$ cat src/rtl/mtp_reprogrammer.sv
module mtp_reprogrammer #(
  parameter int ADDR_W = 18,
  parameter logic [ADDR_W-1:0] LAST_ADDR = '1,
  parameter int T_PWRUP = 5000,
  parameter int T_ERASE = 5000000,
  parameter int T_PROG = 1000,
  parameter int T_SETUP = 50,
  parameter int T_HOLD = 50,
  parameter int T_RECOV = 50,
  parameter int T_SAMPLE = 4
) (
  input  logic              clk,
  input  logic              rst_n,
  input  logic              start,
  output logic              busy,
  output logic              pass,
  output logic              fail,
  output logic [ADDR_W-1:0] fail_addr,
  output logic [7:0]        fail_data,
  output logic [ADDR_W-1:0] img_addr,
  input  logic [7:0]        img_data,
  output logic [ADDR_W-1:0] mem_addr,
  output logic [7:0]        mem_dq_out,
  output logic              mem_dq_oe,
  input  logic [7:0]        mem_dq_in,
  output logic              mem_ce_n,
  output logic              mem_oe_n,
  output logic              mem_pgm_n,
  output logic              vpp_en,
  output logic              a9_hv_en
);
  localparam int T_M1 = (T_ERASE > T_PWRUP) ? T_ERASE : T_PWRUP;
  localparam int T_M2 = (T_PROG > T_SETUP) ? T_PROG : T_SETUP;
  localparam int T_M3 = (T_HOLD > T_RECOV) ? T_HOLD : T_RECOV;
  localparam int T_M4 = (T_M1 > T_M2) ? T_M1 : T_M2;
  localparam int T_M5 = (T_M3 > T_SAMPLE) ? T_M3 : T_SAMPLE;
  localparam int T_MAX = (T_M4 > T_M5) ? T_M4 : T_M5;
  localparam int CNT_W = $clog2(T_MAX + 1);

  typedef enum logic [3:0] {
    ST_PWR, ST_IDLE, ST_E_SET, ST_E_PULSE, ST_E_HOLD, ST_E_REC, ST_VERIFY,
    ST_P_SET, ST_P_PULSE, ST_P_HOLD, ST_P_REC, ST_DONE, ST_FAIL
  } state_t;

  state_t            state;
  logic [CNT_W-1:0]  cnt;
  logic [ADDR_W-1:0] addr;
  logic              chk_img;
  logic              tick, at_last, erase_hv, prog_hv, rest;
  logic [7:0]        expect_byte;

  assign tick        = (cnt == '0);
  assign at_last     = (addr == LAST_ADDR);
  assign rest        = (state == ST_IDLE) || (state == ST_DONE) || (state == ST_FAIL);
  assign erase_hv    = (state == ST_E_SET) || (state == ST_E_PULSE) || (state == ST_E_HOLD);
  assign prog_hv     = (state == ST_P_SET) || (state == ST_P_PULSE) || (state == ST_P_HOLD);
  assign expect_byte = chk_img ? img_data : 8'hFF;

  assign busy       = !rest;
  assign vpp_en     = erase_hv || prog_hv;
  assign a9_hv_en   = erase_hv;
  assign mem_ce_n   = rest || (state == ST_PWR);
  assign mem_oe_n   = (state != ST_VERIFY);
  assign mem_pgm_n  = !((state == ST_E_PULSE) || (state == ST_P_PULSE));
  assign mem_dq_oe  = prog_hv;
  assign mem_dq_out = img_data;
  assign mem_addr   = addr;
  assign img_addr   = addr;

  always_ff @(posedge clk or negedge rst_n) begin
    if (!rst_n) begin
      state     <= ST_PWR;
      cnt       <= CNT_W'(T_PWRUP - 1);
      addr      <= '0;
      chk_img   <= 1'b0;
      pass      <= 1'b0;
      fail      <= 1'b0;
      fail_addr <= '0;
      fail_data <= '0;
    end else begin
      if (!tick) cnt <= cnt - 1'b1;
      case (state)
        ST_PWR: if (tick) state <= ST_IDLE;
        ST_IDLE, ST_DONE, ST_FAIL:
          if (start) begin
            state     <= ST_E_SET;
            cnt       <= CNT_W'(T_SETUP - 1);
            addr      <= '0;
            chk_img   <= 1'b0;
            pass      <= 1'b0;
            fail      <= 1'b0;
            fail_addr <= '0;
            fail_data <= '0;
          end
        ST_E_SET:   if (tick) begin state <= ST_E_PULSE; cnt <= CNT_W'(T_ERASE - 1); end
        ST_E_PULSE: if (tick) begin state <= ST_E_HOLD;  cnt <= CNT_W'(T_HOLD - 1);  end
        ST_E_HOLD:  if (tick) begin state <= ST_E_REC;   cnt <= CNT_W'(T_RECOV - 1); end
        ST_E_REC, ST_P_REC:
          if (tick) begin
            state   <= ST_VERIFY;
            cnt     <= CNT_W'(T_SAMPLE - 1);
            addr    <= '0;
            chk_img <= (state == ST_P_REC);
          end
        ST_VERIFY:
          if (tick) begin
            if (mem_dq_in != expect_byte) begin
              state     <= ST_FAIL;
              fail      <= 1'b1;
              fail_addr <= addr;
              fail_data <= mem_dq_in;
            end else if (!at_last) begin
              addr <= addr + 1'b1;
              cnt  <= CNT_W'(T_SAMPLE - 1);
            end else if (chk_img) begin
              state <= ST_DONE;
              pass  <= 1'b1;
            end else begin
              state <= ST_P_SET;
              addr  <= '0;
              cnt   <= CNT_W'(T_SETUP - 1);
            end
          end
        ST_P_SET:   if (tick) begin state <= ST_P_PULSE; cnt <= CNT_W'(T_PROG - 1); end
        ST_P_PULSE: if (tick) begin state <= ST_P_HOLD;  cnt <= CNT_W'(T_HOLD - 1); end
        ST_P_HOLD:
          if (tick) begin
            if (at_last) begin
              state <= ST_P_REC;
              cnt   <= CNT_W'(T_RECOV - 1);
            end else begin
              state <= ST_P_SET;
              addr  <= addr + 1'b1;
              cnt   <= CNT_W'(T_SETUP - 1);
            end
          end
        default: state <= ST_IDLE;
      endcase
    end
  end

  p_strobe_needs_vpp_r5: assert property (@(posedge clk) disable iff (!rst_n)
    !mem_pgm_n |-> vpp_en && mem_oe_n);

  p_read_without_hv_r3: assert property (@(posedge clk) disable iff (!rst_n)
    !mem_oe_n |-> !vpp_en && !a9_hv_en && !mem_dq_oe);

  p_addr_steady_in_strobe_r6: assert property (@(posedge clk) disable iff (!rst_n)
    !mem_pgm_n |=> mem_pgm_n || $stable(mem_addr));

  p_idle_hv_off_r8: assert property (@(posedge clk) disable iff (!rst_n)
    !busy |-> !vpp_en && !a9_hv_en && mem_pgm_n && mem_oe_n);

  p_result_exclusive_r9: assert property (@(posedge clk) disable iff (!rst_n)
    !(pass && fail));

  p_drive_only_programming_r11: assert property (@(posedge clk) disable iff (!rst_n)
    mem_dq_oe |-> vpp_en && !a9_hv_en);
endmodule

$ cat config.mk
export PLATFORM = sky130hd
export DESIGN_NAME = mtp_reprogrammer
export DESIGN_NICKNAME = d
export VERILOG_FILES = /design/src/rtl/mtp_reprogrammer.sv
export SDC_FILE = /design/constraint.sdc
export NUM_CORES = 1
export LEC_CHECK = 0
export BUFFER_PORTS_ARGS = -buffer_cell sky130_fd_sc_hd__clkbuf_2
export CAP_MARGIN = 20
export CORE_MARGIN = 5
export CORE_UTILIZATION = 35
export DETAILED_ROUTE_END_ITERATION = 10
export SYNTH_ARGS = -nofsm -noshare
export SYNTH_HDL_FRONTEND = slang
export SYNTH_SLANG_ARGS = --single-unit
$ cat constraint.sdc
create_clock -name clk -period 5.66 [get_ports clk]
set_input_delay 0.566 -clock clk [delete_from_list [all_inputs] [get_ports clk]]
set_output_delay 0.566 -clock clk [all_outputs]
set_load 0.02 [all_outputs]
## Yosys cells after proc, flatten, opt, wreduce, memory -nomap -nowiden

Cells that the tools add are included.

| word-level totals | value |
|---|---|
| bits in registers | 74 |
| bits in latches | 0 |
| bits in writable memories | 0 |
| bits in read-only memories | 0 |
| input port bits | 19 |
| output and inout port bits | 79 |
| word-level logic and storage cells | 120 |
| memories | 0 |

| cells by class | value |
|---|---|
| add/sub/neg operators | 2 |
| multiply operators | 0 |
| divide/modulo/power cells | 0 |
| $lt $le $gt $ge | 0 |
| equal/unequal tests | 32 |
| shift operators | 0 |
| multiplexer cells | 54 |
| bitwise gates (word level) | 0 |
| reductions and logical operators | 24 |

Operator list:

| kind | number |
|---|---|
| $mux 23 | 10 |
| $mux 18 | 10 |
| $pmux 23 s6 | 1 |
| $pmux 18 s4 | 1 |
| $mux 4 | 14 |
| $pmux 4 s10 | 1 |
| $pmux 18 s2 | 1 |
| $mux 8 | 4 |
| $ne 2x2->1 const B | 15 |
| $logic_not 23->1 | 1 |
| $sub 23x1->23 const B | 1 |
| $eq 4x4->1 const B | 5 |
| $add 18x1->18 const B | 1 |
| $eq 18x18->1 const B | 1 |
| $eq 4x3->1 const B | 4 |
| $pmux 8 s2 | 1 |
| $reduce_and 11->1 | 1 |
| $logic_or 1x1->1 | 9 |
| $eq 4x2->1 const B | 2 |
| $mux 1 | 8 |
| $ne 8x8->1 | 1 |
| $reduce_and 8->1 | 1 |
| $ne 3x3->1 const B | 2 |
| $pmux 1 s2 | 3 |
| other kinds (12) | 14 |

## Logic depth before layout (Yosys ltp)

Gate-level depths: netlist of the first run.

| logic depth | value |
|---|---|
| depth after elaboration | 7 |
| depth in mapped cells | 14 |
| gate-level depth less buffers | 12 |

## Worst setup path after synthesis of the first run

Ideal clock, no wire load.

| timing | value |
|---|---|
| path type | register -> register |
| start | reg cnt[0] |
| end | reg cnt[0] |
| library setup time | 0.110 ns |
| arrival time | 2.532 ns |
| required time | 5.550 ns |
| path slack | 3.018 ns |
| cell stages (with the launch flop) | 14 |
| path buffers | 2 |
| period minus slack after synthesis | 2.642 ns |
| path through | dfstp_2 > inv_1 > ha_1 > nor2b_1 > nand4_2 > nor2_4 > inv_2 > buf_2 > buf_1 > ha_1 > o211ai_1 > o21ai_0 > a21oi_1 > o311ai_0 |

| on the way | value |
|---|---|
| longest elaborated chain between the ends | 7 |
| elaborated cells on any way between the ends | 13 |
| those cells by class | 1 x add/sub; 11 x mux; 1 x reduce/logical |

Ends and longest elaborated chain:

| element | RTL line | text |
|---|---|---|
| start, declared | 46 | `logic [CNT_W-1:0] cnt;` |
| start signal, assigned | 73 | `cnt <= CNT_W'(T_PWRUP - 1);` |
| start signal, assigned | 81 | `if (!tick) cnt <= cnt - 1'b1;` |
| start signal, assigned | 87 | `cnt <= CNT_W'(T_SETUP - 1);` |
| $sub 23x1->23 or $logic_not 23->1 (tied branches) | 81, 52 |  |
| $mux 23 | 81 |  |
| $mux 23 | 115 | `end else if (chk_img) begin` |
| $mux 23 | 112 | `end else if (!at_last) begin` |
| $mux 23 | 107 | `if (mem_dq_in != expect_byte) begin` |
| $mux 23 | 106 | `if (tick) begin` |
| $pmux 23 s6 (*) | 82 | `case (state)` |

Every way passes the cells marked *; elsewhere a longest branch is shown, timed or not.
A chain may end at the register's enable or synchronous reset.

## Worst setup path in the final report of the first run

| timing | value |
|---|---|
| start | reg cnt[0] |
| end | reg addr[4], in the netlist img_addr[4] |

| on the way | value |
|---|---|
| longest elaborated chain between the ends | 3 |
| elaborated cells on any way between the ends | 5 |
| those cells by class | 3 x eq/ne; 2 x reduce/logical |

Ends and longest elaborated chain:

| element | RTL line | text |
|---|---|---|
| $logic_not 23->1 (*) | 52 | `assign tick = (cnt == '0);` |
| $ne 2x2->1 (no source line) | -- |  |
| $reduce_and 8->1 (no source line) (*) | -- |  |
| end signal, assigned | 113 | `addr <= addr + 1'b1;` |
| end signal, assigned | 133 | `addr <= addr + 1'b1;` |
| end, declared | 47 | `logic [ADDR_W-1:0] addr;` |

Marks and branches as above.

==> impl_summary.md, run 1 <==
Setup path
STA classifies the critical path endpoint as a flop. The type of the worst setup path is flop to flop. The nature of the critical path startpoint is a flop.

The setup slack of the most critical reg-to-reg path is 2.00 ns. The highest fanout seen on the critical path is 22. The required time of the worst setup path is 5.86 ns. The worst register-to-register path ends at img_addr[4]$_DFFE_PN0P_. Measured in cells, the most critical reg-to-reg path has a length of 9. The arrival time at the worst endpoint is 3.86 ns.

In this run the critical register-to-register path is launched from cnt[0]$_DFF_PN1_.

Synth
The synthesized cell area is 4890 um2. Summing the areas of all compound-gate instances in the mapped netlist gives 24.0% of the synthesized area. The net count after synthesis is 610. The synthesized design contains 74 register bits. After synthesis, the share of cell area in mux cells is 0.640%. The dominant combinational cell family by area after synthesis is simple AND/OR/NAND/NOR gates. The number of standard cells after synthesis is 588. The post-synthesis xor/xnor area fraction is 2.87%.

Of the total synthesized cell area, the portion taken by full adders, half adders and majority gates is 0.768%. The mean instance size in the synthesized netlist is 8.31 um2. For this run, the number of Yosys warnings is 0. The synthesized design contains 0 enable-type register cells. Summing the areas of all and, or, nand and nor instances in the mapped netlist gives 26.1% of the synthesized area. The count of different cell masters after synthesis is 68.

The most common flop cell mapped by yosys is dfrtp_1. For this run, the register share of the synthesized area comes to 38.1%. The fraction of registers with async set or reset after synthesis is 100%.

CTS
In this run, CTS created clock tree buffers numbering 9. TritonCTS built the clock tree. Clock-pin slew was measured on the worst setup and hold paths at 0.07 ns.

Gates resized during post-CTS repair numbered 0. The total number of H-tree levels is 3. The clock reaches the later pin of the worst-skew pair after 0.35 ns. The clock drives 74 sinks. Hold repair after CTS inserted 0 buffers. The longest clock path from root to sink contains 2 buffers. The root buffer cell chosen for the clock tree is clkbuf_16. The number of setup buffers added after CTS is 0.

Floorplan
The die is 128 um wide. In this run the count of I/O pins placed on the die edge is 98. The die is 128 um tall. The initial core utilization is 35.5%. In this run the core area contains 43 standard-cell rows. The full die area is 16400 um2. The core region is 13800 um2.

Power and ir drop
The switching power summed over all nets is 1320 uW. The worst-case IR drop observed on VDD is 0.230 mV. The fraction of power consumed by combinational cells is 48.7%. The total power divided by cell area is 502 nW/um2. The internal power is 1510 uW. The analysis attributes to cell leakage a power of 0.00235 uW. Net switching is 46.6% of the power. The fraction of power consumed by the clock network is 22.1%.

The fraction of power consumed by sequential logic is 29.3%.

Place
The final HPWL from detailed placement is 10700 um. Input and output buffers added on the ports amount to 97. The routability-driven placement congestion ratio is 0.876. The number of placed instances, taps included, is 810.

Finish
The ratio of cells with drive above 1 in the final layout is 22.4%. Once layout is complete, the cells apart from fillers number 826. For this run, the post-layout net count is 663. The relative area change from synthesis to final layout is 15.2%. The repair_antennas step left the layout with diodes totalling 0. After filler insertion, the fill cell instance count of the layout stands at 1415.

In the layout the commonest cells are nand2_1, clkbuf_2, dfrtp_1, o21ai_0, nor2_1.

Timing
The final count of pins violating max slew came to 0. Setup repair after global routing left no endpoint under its margin. The clock skew is 0.0110 ns. The total negative setup slack is 0 ns. The transition at the pin with the smallest max-transition slack is 1.07 ns. The share of the clock period used by the worst path is 64.8%.

The worst relative slew slack is 28.8%. The top achievable clock speed is 273 MHz. The total count of hold-check failures in the final report is 0. The worst path in the final design needs a cycle of 3.66 ns, including I/O delays and setup. The total setup violations reported at the end of the flow is 0.

Route
The via total after detailed routing is 4862. The detailed router finished its first iteration with 400 violations. For this run, design rule violations remaining after detail routing come to 0.

For this block, the routed nets add up to 15100 um of wire. The number of antenna-violating nets in the routed design is 0. The detailed-router iteration count before antenna repair is 6. After detailed routing, the average wire length per cell comes to 18.3 um. Using the TritonRoute via totals, the vias-per-cell ratio works out to 5.89.

GRT
Global routing used 18.5% of the available tracks. The number of global-route vias before repair is 4768. The pin count of the biggest net entering global routing is 75. The first global-routing pass estimated 24500 um of wire. For this run the aggregate overflow at the end of global routing stands at 0. The number of antenna violations at the first check in global routing is 0.

Worst hold path
The class of the most critical hold timing path is primary input to asynchronous set/reset pin.

Run status
The run finished with clean final reports.

Run
Across the run, the number of max-cap violations was 0.
[worst max-delay path by stage]
stage / depth (start not counted) / startpoint / slack, ns / endpoint
floorplan: 13 / cnt[0]$_DFF_PN1_ / 3.02 / cnt[0]$_DFF_PN1_
global placement: 9 / cnt[0]$_DFF_PN1_ / 2.23 / img_addr[4]$_DFFE_PN0P_
detailed placement: 9 / cnt[0]$_DFF_PN1_ / 2.08 / img_addr[4]$_DFFE_PN0P_
CTS: 9 / cnt[0]$_DFF_PN1_ / 2.08 / img_addr[4]$_DFFE_PN0P_
global route: 9 / cnt[0]$_DFF_PN1_ / 1.82 / img_addr[11]$_DFFE_PN0P_
finish: 9 / cnt[0]$_DFF_PN1_ / 2.00 / img_addr[4]$_DFFE_PN0P_
[cell families after synthesis]
family | Yosys count
adders and majority gates | 3
AOI/OAI and AO/OA | 164
buffers and inverters | 69
DFF | 74
muxes | 3
and+or+nand+nor | 259
xor gates and xnor gates | 16
[synth_stat cells (all sizes together) (6+ instances only)]
cell | instances | area, um2
nor2b | 9 | 56.3
nand3 | 26 | 135
or3 | 9 | 56.3
buf | 36 | 243
nand2b | 12 | 75.1
nor4 | 9 | 56.3
a31oi | 6 | 37.5
nor2 | 36 | 143
nand2 | 96 | 360
xor2 | 8 | 70.1
o2bb2ai | 9 | 78.8
o211ai | 14 | 105
o21ai | 41 | 205
dfstp | 7 | 184
a21oi | 21 | 109
dfrtp | 67 | 1680
a32o | 6 | 60.1
o22ai | 12 | 75.1
nor3 | 25 | 130
nand4 | 8 | 56.3
inv | 10 | 37.5
xnor2 | 8 | 70.1
clkbuf | 23 | 86.3
a211oi | 7 | 62.6
[stage by stage]
stage	area [um2]	setup WS, ns	utilization (%)	hold slack (ns)	total power [uW]
after floorplan	4890	3.02	-	0.270	1840
after global placement	5310	2.23	38.5	0.467	2170
after detailed placement	5310	2.08	38.5	0.470	2200
after CTS	5630	2.08	40.9	0.406	2830
after global routing	5630	1.82	40.9	0.432	3010
final	5630	2.00	40.9	0.327	2830
[flip-flops by register name, summed over array words and instances, names as in the netlist]
name,count
cnt,23
fail_addr,18
img_addr,18
fail_data,8
state,4
chk_img,1
fail,1
pass,1
[cell type report]
class | instances | area (um2) | share of cell area [%]
clock buffer | 12 | 267 | 4.73
clock inverter | 4 | 56.3 | 1.00
inverter | 10 | 37.5 | 0.667
multi-input combinational | 445 | 2670 | 47.4
sequential | 74 | 1860 | 33.0
tap | 180 | 225 | 4.00
timing repair buffer | 101 | 518 | 9.20
[worst max-delay path: stages, from the launching register on]
cell and delay [ns]:
dfstp_2 0.38, inv_1 0.06, ha_1 0.16, nor2b_1 0.37, nand4_2 0.35, nor2_4 0.52, inv_2 0.33, o32ai_4 0.75
and2_1 0.41, o221ai_1 0.16
[power groups by stage]
stage               Clock, uW  Combinational (uW)  Sequential [uW]
floorplan                   0                1050              793
global placement            0                1340              824
detailed placement          0                1360              835
CTS                       633                1370              825
global route              653                1510              850
finish                    624                1380              828
[per-layer routing]
layer	part of all wire, %	track usage, %	vias up	wire length, um
met3	6.6	4.04	36	989
met5	0	0	-	0
met1	42	23.6	2350	6330
met2	49	30.5	215	7390
met4	2.5	7.12	0	373
li1	-	-	2261	-
(Power assumes the default switching activity.)
==> run 2: changes to the inputs <==
clock period = 3.3 ns   (was 5.66 ns; I/O delays follow)
==> impl_summary.md, run 2 (synthesis gave the netlist of run 1 again) <==
Run status
The run finished with clean final reports.

Floorplan
The number of standard-cell rows in the floorplan came to 43 (unchanged). The initial core utilization is 35.5% (unchanged). The placeable core area is 13800 um2 (unchanged).

The die height is 128 um (unchanged). The boundary pin count is 98 (unchanged). The horizontal die dimension was 128 um (unchanged). The full die area was 16400 um2 (unchanged).

Place
The number of buffers added on ports came to 97 (unchanged). The final HPWL from detailed placement is 11000 um (+3.1%). The routability-driven placement congestion ratio is 0.960 (+9.7%). The worst setup slack after placement was 0.396 ns (-1.68 ns). The standard cell area after detailed placement is 5380 um2 (+1.4%).

Setup path
The setup slack of the most critical reg-to-reg path is 0.33 ns (-1.66 ns). STA classifies the critical path startpoint as a flop. The kind of end point of the critical path is a flop.

The number of cell instances on the worst register-to-register path is 7 (-2). The highest fanout seen on the critical path is 11 (-50%). The arrival time at the worst endpoint is 3.22 ns (-0.64 ns). The worst register-to-register path begins at cnt[16]$_DFF_PN0_.

The required time of the worst setup path came to 3.55 ns (-2.31 ns). The worst setup path is of the flop to flop kind. The endpoint identified for the worst register-to-register timing path is img_addr[9]$_DFFE_PN0P_.

Route
The detailed-router iteration count before antenna repair came to 5 (-1). The routed wire length per instance is 18.6 um (+1.6%). The overall routed net length is 15500 um (+2.9%). The vias per cell is 5.86 (-0.42%). The via total after detailed routing was 4900 (+0.78%). The number of DRC violations after detailed-routing iteration 0 is 361 (-9.8%).

The DRC violation count after routing came to 0 (unchanged). The number of antenna-violating nets in the routed design is 0 (unchanged).

GRT
The combined global-route utilization of all metal layers is 19.1% (+0.65 points). The number of antenna violations at the first check in global routing is 0 (unchanged). The pin count of the biggest net entering global routing is 75 (unchanged). The global-route congestion overflow total came to 0 (unchanged). The global-route wire length before repair is 25100 um (+2.8%).

The number of global-route vias before repair was 4909 (+3.0%).

Finish
The area growth from synthesis to layout is 16.9%. Counting flops per register, the top entry is cnt. The ratio of cells with drive above 1 in the final layout came to 23.5% (+1.0 points). The net total in the final layout is 675 (+1.8%). The top cell types in the final layout, fill and taps aside, are nand2_1, clkbuf_2, dfrtp_1, o21ai_0, nor2_1. The flip-flop count of the largest register after layout is 23 (unchanged).

The final core utilization was 41.5% (+0.60 points). The count of inserted antenna diode cells is 0 (unchanged). The area of all placed cells without fillers is 5710 um2 (+1.5%). The number of inserted filler cells in the final layout came to 1415 (unchanged).

Power and ir drop
The total power consumption of the routed design is 4870 uW (+72%). The worst vdd rail ir drop is 0.334 mV (+45%). The static leakage power is 0.00240 uW (+1.8%). The total power divided by cell area was 852 nW/um2 (+70%).

Timing
The share of the clock period used by the worst path is 89.9% (+25 points). The slack of the critical path is 0.335 ns (-1.66 ns). Setup repair after global routing left no endpoint under its margin. The worst relative slew slack is 37.6% (+8.9 points). The minimum period implied by the final worst setup slack is 2.97 ns (-0.700 ns). The clock skew is 0.00884 ns (-0.00213 ns). The total setup violations reported at the end of the flow is 0 (unchanged).

The total count of hold-check failures in the final report came to 0 (unchanged). The top achievable clock speed is 337 MHz (+24%). The total negative setup slack is 0 ns (unchanged). The final count of pins violating max slew was 0 (unchanged). The transition at the pin with the smallest max-transition slack is 0.933 ns (-0.132 ns).

Worst hold path
The class of the most critical hold timing path is primary input to flop. The worst hold path terminates at fail_data[4]$_DFFE_PN0P_. The worst hold path was traced through 3 stages. The startpoint identified for the worst hold timing path is mem_dq_in[4].

CTS
The CTS clock-pin slew for the worst setup and hold paths is 0.06 ns (about the same). The tree is rooted in a clkbuf_16. The maximum count of clock buffers along a single path was 2 (unchanged). The number of gates given a new drive strength after cts is 0 (unchanged). The clock latency on the worst-skew pair was 0.35 ns (about the same). The total number of H-tree levels was 3 (unchanged). The CTS buffer count came to 9 (unchanged). The CTS tree is built.

The CTS sink count is 74 (unchanged).

Run
The max-cap check violation count is 0 (unchanged).
## run 2: layout make-up
class,instances,area (um2),area share [%]
Multi-Input combinational cell,445,2670,46.7
Sequential cell,74,1860,32.6
Timing Repair Buffer,113,631,11.0
Clock buffer,10,239,4.18
Tap cell,180,225,3.94
Clock inverter,4,53.8,0.942
Inverter,10,37.5,0.657
## run 2: routing by layer
| metal | up-vias | global-route usage [%] | routed length [um] | part of all wire, % |
|---|---|---|---|---|
| li1 | 2276 | - | - | - |
| met1 | 2395 | 23.5 | 6570 | 42 |
| met2 | 192 | 31.6 | 7560 | 49 |
| met3 | 37 | 5.42 | 1030 | 6.6 |
| met4 | 0 | 7.74 | 352 | 2.3 |
| met5 | - | 0 | 0 | 0 |
## run 2: how the worst max path moves through the flow
stage	to	slack, ns	startpoint
after floorplan	cnt[0]$_DFF_PN1_	0.66	cnt[0]$_DFF_PN1_
after global placement	state[2]$_DFFE_PN0P_	0.52	chk_img$_DFFE_PN0P_
after detailed placement	img_addr[9]$_DFFE_PN0P_	0.40	cnt[17]$_DFF_PN0_
after CTS	img_addr[9]$_DFFE_PN0P_	0.40	cnt[16]$_DFF_PN0_
after global routing	img_addr[9]$_DFFE_PN0P_	0.13	cnt[16]$_DFF_PN0_
final	img_addr[9]$_DFFE_PN0P_	0.33	cnt[16]$_DFF_PN0_
## run 2: worst max-delay path, cell delays in order (launching register included)
cell,delay (ns)
dfrtp_1,0.45
nor4_1,0.48
nand3_1,0.32
nor2_4,0.27
inv_2,0.16
o32ai_4,0.53
nand3_2,0.34
o2bb2ai_1,0.31
## run 2: report_power, final
group | leakage (uW) | switching (uW) | internal [uW]
clock | 0.000137 | 402 | 599
combinational | 0.00127 | 1660 | 867
sequential | 0.000989 | 216 | 1130
## run 2: metrics by stage
step                      hold slack [ns]  instances
after global placement              0.466        820
after floorplan                    0.0344        588
after detailed placement            0.477        820
final                               0.262        836
after CTS                           0.184        834
after global routing                0.274        836
## run 2: repair_timing
item / in CTS / in global routing
buffers inserted: 0 / 0
hold endpoints to repair: 0 / 11
hold buffers: 0 / 1
==> run 3: changes to the inputs <==
REMOVE_ABC_BUFFERS = 1   (was not set)
TNS_END_PERCENT = 20   (was not set)
==> impl_summary.md, run 3 (synthesis gave the netlist of run 1 again) <==
Run status
The flow ran to the end, and the final reports show no timing, DRC or antenna violations.

Power and ir drop
The fraction of power consumed by combinational cells is 51.8% (about the same). The switching power summed over all nets was 2240 uW (-1.5%). The total power divided by cell area was 834 nW/um2 (-2.2%). The worst vdd rail ir drop was 0.320 mV (-4.3%).

The switching share of power came to 46.9% (+0.20 points). The internal power is 2530 uW (-2.3%). The fraction of power consumed by sequential logic was 28.8% (+1.2 points).

The fraction of power consumed by the clock network is 19.4% (-1.2 points). The static leakage power is 0.00242 uW (+0.94%).

Finish
The number of inserted filler cells in the final layout is 1419 (+0.28%). In the layout the commonest cells are nand2_1, clkbuf_2, dfrtp_1, o21ai_0, nor2_1. The flip-flop count of the largest register after layout is 23 (unchanged). The area used by sequential logic in the layout is 1860 um2 (unchanged). The ratio of cells with drive above 1 in the final layout is 24.2% (+0.69 points). The area occupied by multi-input gates came to 2670 um2 (unchanged). The relative area change from synthesis to final layout is 17.3%. The number of cells in the finished layout apart from fillers is 842 (+0.72%). The net total in the final layout is 679 (+0.59%).

The register with the most flip-flops in the final layout is cnt. The count of inserted antenna diode cells is 0 (unchanged).

Route
The vias per cell is 5.70 (-2.7%). The DRC violation count after routing is 0 (unchanged). The routed wire length per instance is 16.9 um (-8.7%). The via total after detailed routing came to 4801 (-2.0%). The number of antenna-violating nets in the routed design is 0 (unchanged). The detailed-router iteration count before antenna repair was 5 (unchanged). The number of DRC violations after detailed-routing iteration 0 came to 455 (+26%). The overall routed net length is 14300 um (-8.0%).

Place
The number of placed instances with taps included is 824 (+0.49%). The routability-driven placement congestion ratio came to 0.908 (-5.5%). The number of buffers added on ports was 97 (unchanged). The final HPWL from detailed placement is 10100 um (-7.7%).

Setup path
The type of the worst setup path is flop to flop. The arrival time at the worst endpoint is 3.09 ns (-0.13 ns). The required time of the worst setup path is 3.56 ns (about the same).

The worst setup path is captured at a flop. The highest fanout seen on the critical path came to 12 (+1). The nature of the critical path startpoint is a flop.

GRT
The number of global-route vias before repair is 4601 (-6.3%). The combined global-route utilization of all metal layers came to 17.9% (-1.2 points). The pin count of the biggest net entering global routing is 75 (unchanged). The number of antenna violations at the first check in global routing is 0 (unchanged).

The global-route congestion overflow total came to 0 (unchanged). The global-route wire length before repair is 23700 um (-5.8%).

Floorplan
The boundary pin count is 98 (unchanged). The number of standard-cell rows in the floorplan was 43 (unchanged). The initial core utilization is 35.5% (unchanged). The full die area is 16400 um2 (unchanged). The die height is 128 um (unchanged). The placeable core area was 13800 um2 (unchanged). The horizontal die dimension is 128 um (unchanged).

Run
The max-cap check violation count is 0 (unchanged).

Timing
The total setup violations reported at the end of the flow is 0 (unchanged). Setup repair after global routing left no endpoint under its margin. The clock skew is 0.00617 ns (-0.00267 ns). The total count of hold-check failures in the final report is 0 (unchanged). The total negative setup slack came to 0 ns (unchanged). The worst relative slew slack was 49.1% (+12 points). The top achievable clock speed is 353 MHz (+4.8%). The final count of pins violating max slew is 0 (unchanged). The minimum period implied by the final worst setup slack is 2.83 ns (-0.135 ns). The share of the clock period used by the worst path came to 85.8% (-4.1 points). The transition at the pin with the smallest max-transition slack came to 0.760 ns (-0.173 ns).

CTS
The CTS clock-pin slew for the worst setup and hold paths is 0.06 ns (about the same). The number of gates given a new drive strength after cts came to 0 (unchanged). The CTS tree is built. The clock latency on the worst-skew pair is 0.34 ns (about the same).

The tree is rooted in a clkbuf_16. The maximum count of clock buffers along a single path is 2 (unchanged). The total number of H-tree levels is 3 (unchanged). The CTS sink count is 74 (unchanged).

The CTS buffer count was 9 (unchanged).

Worst hold path
The class of the most critical hold timing path is primary input to flop.
-- run 3: cell count changes in the layout (fill, tap and decap cells not counted), sizes merged --
cell / previous run / this run
clkinv: 1 / 4
inv: 10 / 11
bufinv: 1 / 0
clkinvlp: 2 / 1
buf: 16 / 20
-- run 3: timing repair --
| action | 4_1_cts | 5_1_grt |
|---|---|---|
| hold endpoints to repair | 0 | 11 |
| hold buffers | 0 | 1 |
| setup endpoints to repair | 0 | 0 |
| buffers inserted | 0 | 0 |
-- run 3: path summary, 6_finish.rpt --
check	startpoint	end	slack, ns	cells past startpoint
hold / removal	mem_dq_in[0]	fail_data[0]$_DFFE_PN0P_	0.25	3
hold reg to reg	fail$_DFFE_PN0P_	fail$_DFFE_PN0P_	0.48	1
setup / recovery	chk_img$_DFFE_PN0P_	img_addr[12]$_DFFE_PN0P_	0.47	7
setup reg to reg	chk_img$_DFFE_PN0P_	img_addr[12]$_DFFE_PN0P_	0.47	7
min in group asynchronous	rst_n	cnt[4]$_DFF_PN0_	0.40	2
max in group asynchronous	rst_n	cnt[0]$_DFF_PN1_	2.30	3
-- run 3: worst max-delay path, cell delays in order, from the launching register on --
cell and delay [ns]:
dfrtp_1 0.49, inv_2 0.17, or4_1 0.58, a32o_1 0.35, o32ai_4 0.46, buf_4 0.26
nand3_2 0.22, o2bb2ai_1 0.22
-- run 3: metal layers --
metal	GRT usage [%]	share of wire, %	up-vias
met2	29.8	48	167
met5	0	0	-
met4	4.56	1.0	0
met1	23.3	45	2333
li1	-	-	2289
met3	4.50	5.4	12
-- run 3: metrics by stage --
| step | util [%] | setup WS (ns) | hold WS, ns | cell area [um2] | power [uW] |
|---|---|---|---|---|---|
| after floorplan | - | -0.657 | 0.0344 | 4560 | 3040 |
| after global placement | 39.3 | 0.647 | 0.460 | 5410 | 3780 |
| after detailed placement | 39.3 | 0.479 | 0.479 | 5410 | 3820 |
| after CTS | 41.3 | 0.453 | 0.195 | 5690 | 4780 |
| after global routing | 41.6 | 0.258 | 0.271 | 5730 | 5140 |
| final | 41.6 | 0.469 | 0.248 | 5730 | 4780 |
-- run 3: cell type report --
cell class / instances / share of cell area [%]
Clock buffer: 10 / 4.17
Inverter: 10 / 0.655
Timing Repair Buffer: 117 / 11.5
Clock inverter: 6 / 0.699
Sequential cell: 74 / 32.5
Multi-Input combinational cell: 445 / 46.5
Tap cell: 180 / 3.93
-- run 3: power by group through the flow --
stage                     Combinational [uW]  Clock (uW)  Sequential (uW)
final                                   2480         925             1380
after global routing                    2730         998             1410
after CTS                               2450         961             1370
after detailed placement                2430           0             1390
after global placement                  2410           0             1370
after floorplan                         1580           0             1470
